**src/rtl/lsa_pkg.sv**
```systemverilog
package lsa_pkg;
  localparam int DATA_W = 32;
  localparam int LANES  = DATA_W / 8;
  localparam int OFF_W  = $clog2(LANES);

  typedef enum logic [2:0] {
    ACC_LW  = 3'd0,
    ACC_LH  = 3'd1,
    ACC_LHU = 3'd2,
    ACC_LB  = 3'd3,
    ACC_LBU = 3'd4,
    ACC_SW  = 3'd5,
    ACC_SH  = 3'd6,
    ACC_SB  = 3'd7
  } acc_e;

  typedef enum logic [1:0] {SZ_B = 2'd0, SZ_H = 2'd1, SZ_W = 2'd2} size_e;

  function automatic size_e size_of(input acc_e a);
    case (a)
      ACC_LW, ACC_SW:          return SZ_W;
      ACC_LH, ACC_LHU, ACC_SH: return SZ_H;
      default:                 return SZ_B;
    endcase
  endfunction

  function automatic logic is_store(input acc_e a);
    return (a == ACC_SW) || (a == ACC_SH) || (a == ACC_SB);
  endfunction
endpackage

```
**src/rtl/lsa_align_chk.sv**
```systemverilog
module lsa_align_chk
  import lsa_pkg::*;
(
  input  acc_e             acc,
  input  logic [OFF_W-1:0] off,
  output logic             misalign
);
  always_comb begin
    case (size_of(acc))
      SZ_H:    misalign = off[0];
      SZ_W:    misalign = (off != '0);
      default: misalign = 1'b0;
    endcase
  end
endmodule

```
**src/rtl/lsa_store_fmt.sv**
```systemverilog
module lsa_store_fmt
  import lsa_pkg::*;
(
  input  acc_e              acc,
  input  logic [OFF_W-1:0]  off,
  input  logic              misalign,
  input  logic [DATA_W-1:0] wdata,
  output logic [LANES-1:0]  be,
  output logic [DATA_W-1:0] lane_data
);
  logic  store_ok;
  size_e sz;

  assign sz       = size_of(acc);
  assign store_ok = is_store(acc) && !misalign;

  for (genvar i = 0; i < LANES; i++) begin : g_lane
    localparam int BIG_OFF = LANES - 1 - i;
    localparam bit UPPER   = (i >= LANES / 2);
    always_comb begin
      case (sz)
        SZ_B: begin
          lane_data[8*i +: 8] = wdata[7:0];
          be[i] = store_ok && (off == OFF_W'(BIG_OFF));
        end
        SZ_H: begin
          lane_data[8*i +: 8] = wdata[8*(i % 2) +: 8];
          be[i] = store_ok && (off[1] == !UPPER);
        end
        default: begin
          lane_data[8*i +: 8] = wdata[8*i +: 8];
          be[i] = store_ok;
        end
      endcase
    end
  end
endmodule

```
**src/rtl/lsa_load_ext.sv**
```systemverilog
module lsa_load_ext
  import lsa_pkg::*;
(
  input  acc_e              acc,
  input  logic [OFF_W-1:0]  off,
  input  logic [DATA_W-1:0] rword,
  output logic [DATA_W-1:0] result
);
  logic [7:0]  sel_b;
  logic [15:0] sel_h;

  always_comb begin
    case (off)
      2'd0:    sel_b = rword[31:24];
      2'd1:    sel_b = rword[23:16];
      2'd2:    sel_b = rword[15:8];
      default: sel_b = rword[7:0];
    endcase
    sel_h = off[1] ? rword[15:0] : rword[31:16];
  end

  always_comb begin
    case (acc)
      ACC_LB:  result = {{24{sel_b[7]}}, sel_b};
      ACC_LBU: result = {24'd0, sel_b};
      ACC_LH:  result = {{16{sel_h[15]}}, sel_h};
      ACC_LHU: result = {16'd0, sel_h};
      default: result = rword;
    endcase
  end
endmodule

```
**src/rtl/lsa_top.sv**
```systemverilog
module lsa_top
  import lsa_pkg::*;
#(
  parameter int ADDR_W = 32
) (
  input  logic              clk,
  input  logic              rst_n,
  input  logic              req_valid,
  output logic              req_ready,
  input  logic [2:0]        req_acc,
  input  logic [ADDR_W-1:0] req_addr,
  input  logic [31:0]       req_wdata,
  output logic              req_misalign,
  output logic              mem_req_valid,
  input  logic              mem_req_ready,
  output logic              mem_we,
  output logic [ADDR_W-3:0] mem_waddr,
  output logic [3:0]        mem_be,
  output logic [31:0]       mem_wdata,
  input  logic              mem_rvalid,
  output logic              mem_rready,
  input  logic [31:0]       mem_rdata,
  output logic              ld_valid,
  input  logic              ld_ready,
  output logic [31:0]       ld_data
);
  localparam int WADDR_W = ADDR_W - OFF_W;

  acc_e             acc_in;
  logic [OFF_W-1:0] off_in;
  logic             mis;
  logic             pend;
  acc_e             cap_acc;
  logic [OFF_W-1:0] cap_off;
  logic             accept;
  logic             load_issue;

  assign acc_in = acc_e'(req_acc);
  assign off_in = req_addr[OFF_W-1:0];

  lsa_align_chk u_align (
    .acc(acc_in), .off(off_in), .misalign(mis)
  );

  lsa_store_fmt u_store (
    .acc(acc_in), .off(off_in), .misalign(mis), .wdata(req_wdata),
    .be(mem_be), .lane_data(mem_wdata)
  );

  lsa_load_ext u_load (
    .acc(cap_acc), .off(cap_off), .rword(mem_rdata), .result(ld_data)
  );

  assign req_misalign  = req_valid && mis;
  assign mem_req_valid = req_valid && !pend && !mis;
  assign mem_we        = is_store(acc_in);
  assign mem_waddr     = req_addr[ADDR_W-1 -: WADDR_W];
  assign req_ready     = !pend && (mis || mem_req_ready);
  assign accept        = req_valid && req_ready;
  assign load_issue    = accept && !mis && !is_store(acc_in);
  assign ld_valid      = pend && mem_rvalid;
  assign mem_rready    = pend && ld_ready;

  always_ff @(posedge clk or negedge rst_n) begin
    if (!rst_n) begin
      pend    <= 1'b0;
      cap_acc <= ACC_LW;
      cap_off <= '0;
    end else begin
      if (load_issue) begin
        pend    <= 1'b1;
        cap_acc <= acc_in;
        cap_off <= off_in;
      end else if (ld_valid && ld_ready) begin
        pend    <= 1'b0;
      end
    end
  end

  a_r5_mis_no_mem: assert property (@(posedge clk) disable iff (!rst_n)
    req_misalign |-> (!mem_req_valid && mem_be == 4'b0000));
  a_r2_byte_onehot: assert property (@(posedge clk) disable iff (!rst_n)
    (mem_req_valid && req_acc == ACC_SB) |-> $onehot(mem_be));
  a_r3_half_two: assert property (@(posedge clk) disable iff (!rst_n)
    (mem_req_valid && req_acc == ACC_SH) |-> ($countones(mem_be) == 2));
  a_r1_load_no_be: assert property (@(posedge clk) disable iff (!rst_n)
    (mem_req_valid && !mem_we) |-> (mem_be == 4'b0000));
  a_r11_block_after_load: assert property (@(posedge clk) disable iff (!rst_n)
    (req_valid && req_ready && mem_req_valid && !mem_we) |=> !req_ready);
  a_r12_stall_blocks: assert property (@(posedge clk) disable iff (!rst_n)
    (ld_valid && !ld_ready) |=> !req_ready);
endmodule

```
**config.mk**
```make
export PLATFORM = sky130hd
export DESIGN_NAME = lsa_top
export DESIGN_NICKNAME = d
export VERILOG_FILES = /design/src/rtl/lsa_pkg.sv /design/src/rtl/lsa_align_chk.sv /design/src/rtl/lsa_store_fmt.sv /design/src/rtl/lsa_load_ext.sv /design/src/rtl/lsa_top.sv
export SDC_FILE = /design/constraint.sdc
export NUM_CORES = 1
export LEC_CHECK = 0
export CAP_MARGIN = 10
export CORE_MARGIN = 3
export CORE_UTILIZATION = 31
export DETAILED_ROUTE_END_ITERATION = 7
export GPL_TIMING_DRIVEN = 0
export PLACE_DENSITY_LB_ADDON = 0.2
export REMOVE_ABC_BUFFERS = 1
export SYNTH_ARGS = -nofsm -noshare
export SYNTH_HDL_FRONTEND = slang
export SYNTH_HIERARCHICAL = 1
export SYNTH_SLANG_ARGS = --single-unit
```
**constraint.sdc**
```tcl
create_clock -name clk -period 2.25 [get_ports clk]
set_clock_uncertainty 0.2 [all_clocks]
set_input_delay 0.45 -clock clk [delete_from_list [all_inputs] [get_ports clk]]
set_output_delay 0.45 -clock clk [all_outputs]
set_load 0.02 [all_outputs]
```
==> impl_table.tex, run 1 <==
\begin{tabular}{lr}
\hline
Metric & Value \\
\hline
\multicolumn{2}{l}{\textbf{Worst hold path}} \\
\quad Worst min path class & in2async \\
\multicolumn{2}{l}{\textbf{Logic synthesis}} \\
\quad Largest cells by area after synthesis & sky130\_fd\_sc\_hd\_\_buf\_4 12\%, sky130\_fd\_sc\_hd\_\_mux2\_2 11\%, sky130\_fd\_sc\_hd\_\_mux4\_2 7.0\% \\
\quad Ranking of synthesized cells by instance count & 40 x sky130\_fd\_sc\_hd\_\_buf\_4, 24 x sky130\_fd\_sc\_hd\_\_mux2\_2, 21 x sky130\_fd\_sc\_hd\_\_o21ai\_0, 20 x sky130\_fd\_sc\_hd\_\_o31ai\_1, 19 x sky130\_fd\_sc\_hd\_\_o22ai\_1 \\
\quad Synth area leader & sky130\_fd\_sc\_hd\_\_buf\_4 \\
\quad EDFF count, synth & 0 \\
\quad Yosys top cell area share & 0.117 \\
\quad Asr flop ratio synth & 1.00 \\
\quad Number of distinct library cells after synthesis & 54 \\
\quad Leading register cell type out of synthesis & sky130\_fd\_sc\_hd\_\_dfrtp\_1 \\
\quad Number of warnings issued by yosys & 6 \\
\quad Most common cell in the synthesized netlist & sky130\_fd\_sc\_hd\_\_buf\_4 \\
\quad Share of synthesized area occupied by flip-flops and latches & 0.0584 \\
\quad Post-Synthesis Cell Area & 2570 sq um \\
\quad Number of flip-flops and latches in the synthesized netlist & 6 \\
\quad Mean post-synth cell area & 8.17 sq um \\
\quad Syn Inst Count & 315 \\
\multicolumn{2}{l}{\textbf{Floorplanning}} \\
\quad Die height & 97.1 um \\
\quad Horiz. Die Dim & 97.1 um \\
\quad Total Die Area & 9430 sq um \\
\quad Floorplan Core Area & 7890 sq um \\
\quad Row cnt & 32 \\
\quad Number of top-level pins & 209 \\
\quad Initial Utilization & 0.326 \\
\multicolumn{2}{l}{\textbf{GRT}} \\
\quad Pin count of the biggest net entering global routing & 25 \\
\quad Total global-route track usage & 0.230 \\
\quad Wire length of the first global-routing pass & 17.9 mm \\
\quad Antenna violations before repair & 0 \\
\quad Vias in the first global route & 3246 \\
\quad Final global-route overflow total & 0 \\
\multicolumn{2}{l}{\textbf{Flow run}} \\
\quad Max-cap violations & 0 \\
\multicolumn{2}{l}{\textbf{Clock tree}} \\
\quad H-tree Lvls & 1 \\
\quad CTS tree & yes \\
\quad Root cell of the clock tree & sky130\_fd\_sc\_hd\_\_clkbuf\_8 \\
\quad Clock tree buffer depth & 2 \\
\quad Hold-fix buffer count after cts & 0 \\
\quad Clock buffer count from CTS & 3 \\
\quad TritonCTS Sinks & 6 \\
\quad Clock transition at the register clock pins on the worst setup and hold paths after CTS & 0.03 ns \\
\quad Clock latency reported for the late side of the worst-skew pair & 0.22 ns \\
\multicolumn{2}{l}{\textbf{Power}} \\
\quad Maximum vdd drop & 0.305 mV \\
\quad Cell leakage power & 2.34 nW \\
\quad Sum of internal, switching and leakage power & 0.00469 W \\
\quad Power density over the cells & 932 nW/um\^{}2 \\
\multicolumn{2}{l}{\textbf{Critical path}} \\
\quad Top Family by Delay on Critical Path & compound AO/OA/AOI/OAI gates \\
\quad Required @ worst endpoint & 1.60 ns \\
\quad CP Launch Point & req\_acc[2] \\
\quad Crit path arrival time & 1.90 ns \\
\quad Worst path max stage delay & 0.28 ns \\
\quad Startpoint Class & primary input \\
\quad Slowest stage cell on the critical path & sky130\_fd\_sc\_hd\_\_mux2\_4 \\
\quad Crit end category & output port \\
\quad Reg-to-reg startpoint & pend\$\_DFFE\_PN0P\_ \\
\quad Sum of buffers and inverters on the critical path & 3 \\
\quad Cell-by-cell listing of the critical path & buf\_16 -> nand2b\_4 -> mux2\_4 -> ha\_4 -> o21ai\_4 -> a21oi\_4 -> inv\_1 -> o211ai\_1 -> a21oi\_1 -> buf\_4 \\
\quad Critical path class & in2out \\
\quad Crit path max fanout & 4 \\
\multicolumn{2}{l}{\textbf{Timing}} \\
\quad Slew at the pin closest to its max-slew limit & 0.389 ns \\
\quad Unrepaired setup endpoints after global routing & yes \\
\quad Maximum achievable frequency & 391 MHz \\
\quad Setup slack of the critical path after layout & -0.305 ns \\
\quad Final min period & 2.55 ns \\
\quad Headroom to the max-slew limit & 0.739 \\
\quad Number of hold violations in the final report & 0 \\
\quad Final clock period utilization by the worst path & 1.14 \\
\quad Final count of negative-setup-slack endpoints & 68 \\
\quad Final Slew Violations & 0 \\
\multicolumn{2}{l}{\textbf{Placed design}} \\
\quad Total placed instance area & 3690 sq um \\
\quad Count of port buffers added during placement & 148 \\
\quad Placed cell count & 500 \\
\quad Weighted congestion reported at the end of routability-driven placement & 0.762 \\
\quad Detail Placement HPWL & 7.31 mm \\
\quad Worst setup slack after placement & -2.21 ns \\
\multicolumn{2}{l}{\textbf{Drt}} \\
\quad DR vias & 3289 \\
\quad Number of vias per cell & 5.76 \\
\quad Number of violations reported at the end of detailed-routing iteration 0 & 103 \\
\quad Routed length per placed instance & 21.1 um \\
\quad DRC & 0 \\
\quad First-pass iteration count of the detailed router & 5 \\
\quad Number of nets still failing antenna checks after routing & 0 \\
\quad Detailed-route wire length & 12.1 mm \\
\multicolumn{2}{l}{\textbf{Cells and area}} \\
\quad Antenna diode count & 0 \\
\quad Share of post-route cells with drive strength above 1 & 0.554 \\
\quad Post-synthesis to final-layout area growth & 95.5\% \\
\quad Post-layout instance area & 5030 sq um \\
\quad Number of fill cells in the layout & 655 \\
\quad Number of nets in the layout & 578 \\
\quad Utilization after layout & 0.638 \\
\quad Non-filler instance count after layout & 571 \\
\multicolumn{2}{l}{\textbf{Outcome}} \\
\quad Status & complete, but fails checks \\
\quad Violated checks & negative setup slack \\
\hline
\end{tabular}
## layout make-up
cell class	count	area [sq um]	share of cell area
inverter	14	52.6	0.0104
tap	102	128	0.0254
multi-input combinational	231	2390	0.474
sequential	6	164	0.0326
clock buffer	3	41.3	0.00821
timing repair buffer	215	2260	0.449
## cells in the final DEF, fill, tap and decap left out, types with 9 or more instances in the layout
master	synthesis	final
sky130_fd_sc_hd__buf_6	9	76
sky130_fd_sc_hd__dlygate4sd2_1	0	49
sky130_fd_sc_hd__mux2i_1	9	9
sky130_fd_sc_hd__nor2_1	17	15
sky130_fd_sc_hd__buf_4	40	34
sky130_fd_sc_hd__a21o_1	16	16
sky130_fd_sc_hd__o21ai_2	2	9
sky130_fd_sc_hd__nor2b_1	17	11
sky130_fd_sc_hd__o31ai_1	20	10
sky130_fd_sc_hd__mux2_4	6	23
sky130_fd_sc_hd__buf_12	1	10
sky130_fd_sc_hd__nand2_1	10	10
sky130_fd_sc_hd__o21ai_1	2	9
sky130_fd_sc_hd__clkdlybuf4s50_1	0	26
sky130_fd_sc_hd__o31ai_2	0	9
## sequential cells by signal, indices dropped and copies added, names as in the netlist
signal and count:
cap_acc 3, pend 1, cap_off 2
## per-layer routing
layer	track usage	vias to the layer above	wire [um]
li1	-	1472	-
met1	0.299	1568	4820
met2	0.363	230	5630
met3	0.0948	17	1460
met4	0.0302	2	123
met5	0.0385	-	33
## repair_timing
item / CTS / global route
buffers inserted: 63 / 11
pin swaps: 35 / 21
endpoints found under the setup margin: 80 / 69
gates resized for setup: 474 / 154
gates cloned: 2 / 1
## where the power goes
part | leakage [nW] | switching (W) | total, W | internal (W)
logic | 2.25 | 0.00208 | 0.00428 | 0.00221
registers | 0.0666 | 0.0000840 | 0.000243 | 0.000159
clock network | 0.0216 | 0.0000439 | 0.000159 | 0.000115
## worst paths after layout
check                           cells after the start  slack [ns]                endpoint
min in group clk                                    2        0.38  cap_acc[1]$_DFFE_PN0P_
worst max register to register                      4        0.67  cap_acc[0]$_DFFE_PN0P_
worst min register to register                      2        0.39        pend$_DFFE_PN0P_
max in group asynchronous                           1        1.34  cap_acc[1]$_DFFE_PN0P_
worst min-delay path                                1        0.27        pend$_DFFE_PN0P_
worst max-delay path                               10       -0.30               mem_be[0]
## kinds of logic after synthesis
family	Yosys count	share of synthesized area
compound gates	109	0.299
buf+inv	79	0.210
simple gates	69	0.161
mux	47	0.245
flops	6	0.0584
xor+xnor	3	0.0175
fa+ha+maj	2	0.00973
## metrics by stage
stage / TNS, ns / hold WS, ns
2_1_floorplan: -12.82 / -0.0456
3_3_place_gp: -102.54 / 0.386
3_5_place_dp: -104.26 / 0.391
4_1_cts: -10.46 / 0.273
5_1_grt: -12.57 / 0.296
6_report: -9.13 / 0.270
(Power assumes the default switching activity.)
==> run 2: changes to the inputs <==
--- a/config.mk
+++ b/config.mk
@@ -8,6 +8,7 @@
 export CAP_MARGIN = 10
 export CORE_MARGIN = 3
 export CORE_UTILIZATION = 31
+export CTS_CLUSTER_SIZE = 30
 export DETAILED_ROUTE_END_ITERATION = 7
 export GPL_TIMING_DRIVEN = 0
 export PLACE_DENSITY_LB_ADDON = 0.2
==> results of run 2 <==
No change in the layout: final DEF, timing and power equal those of run 1.
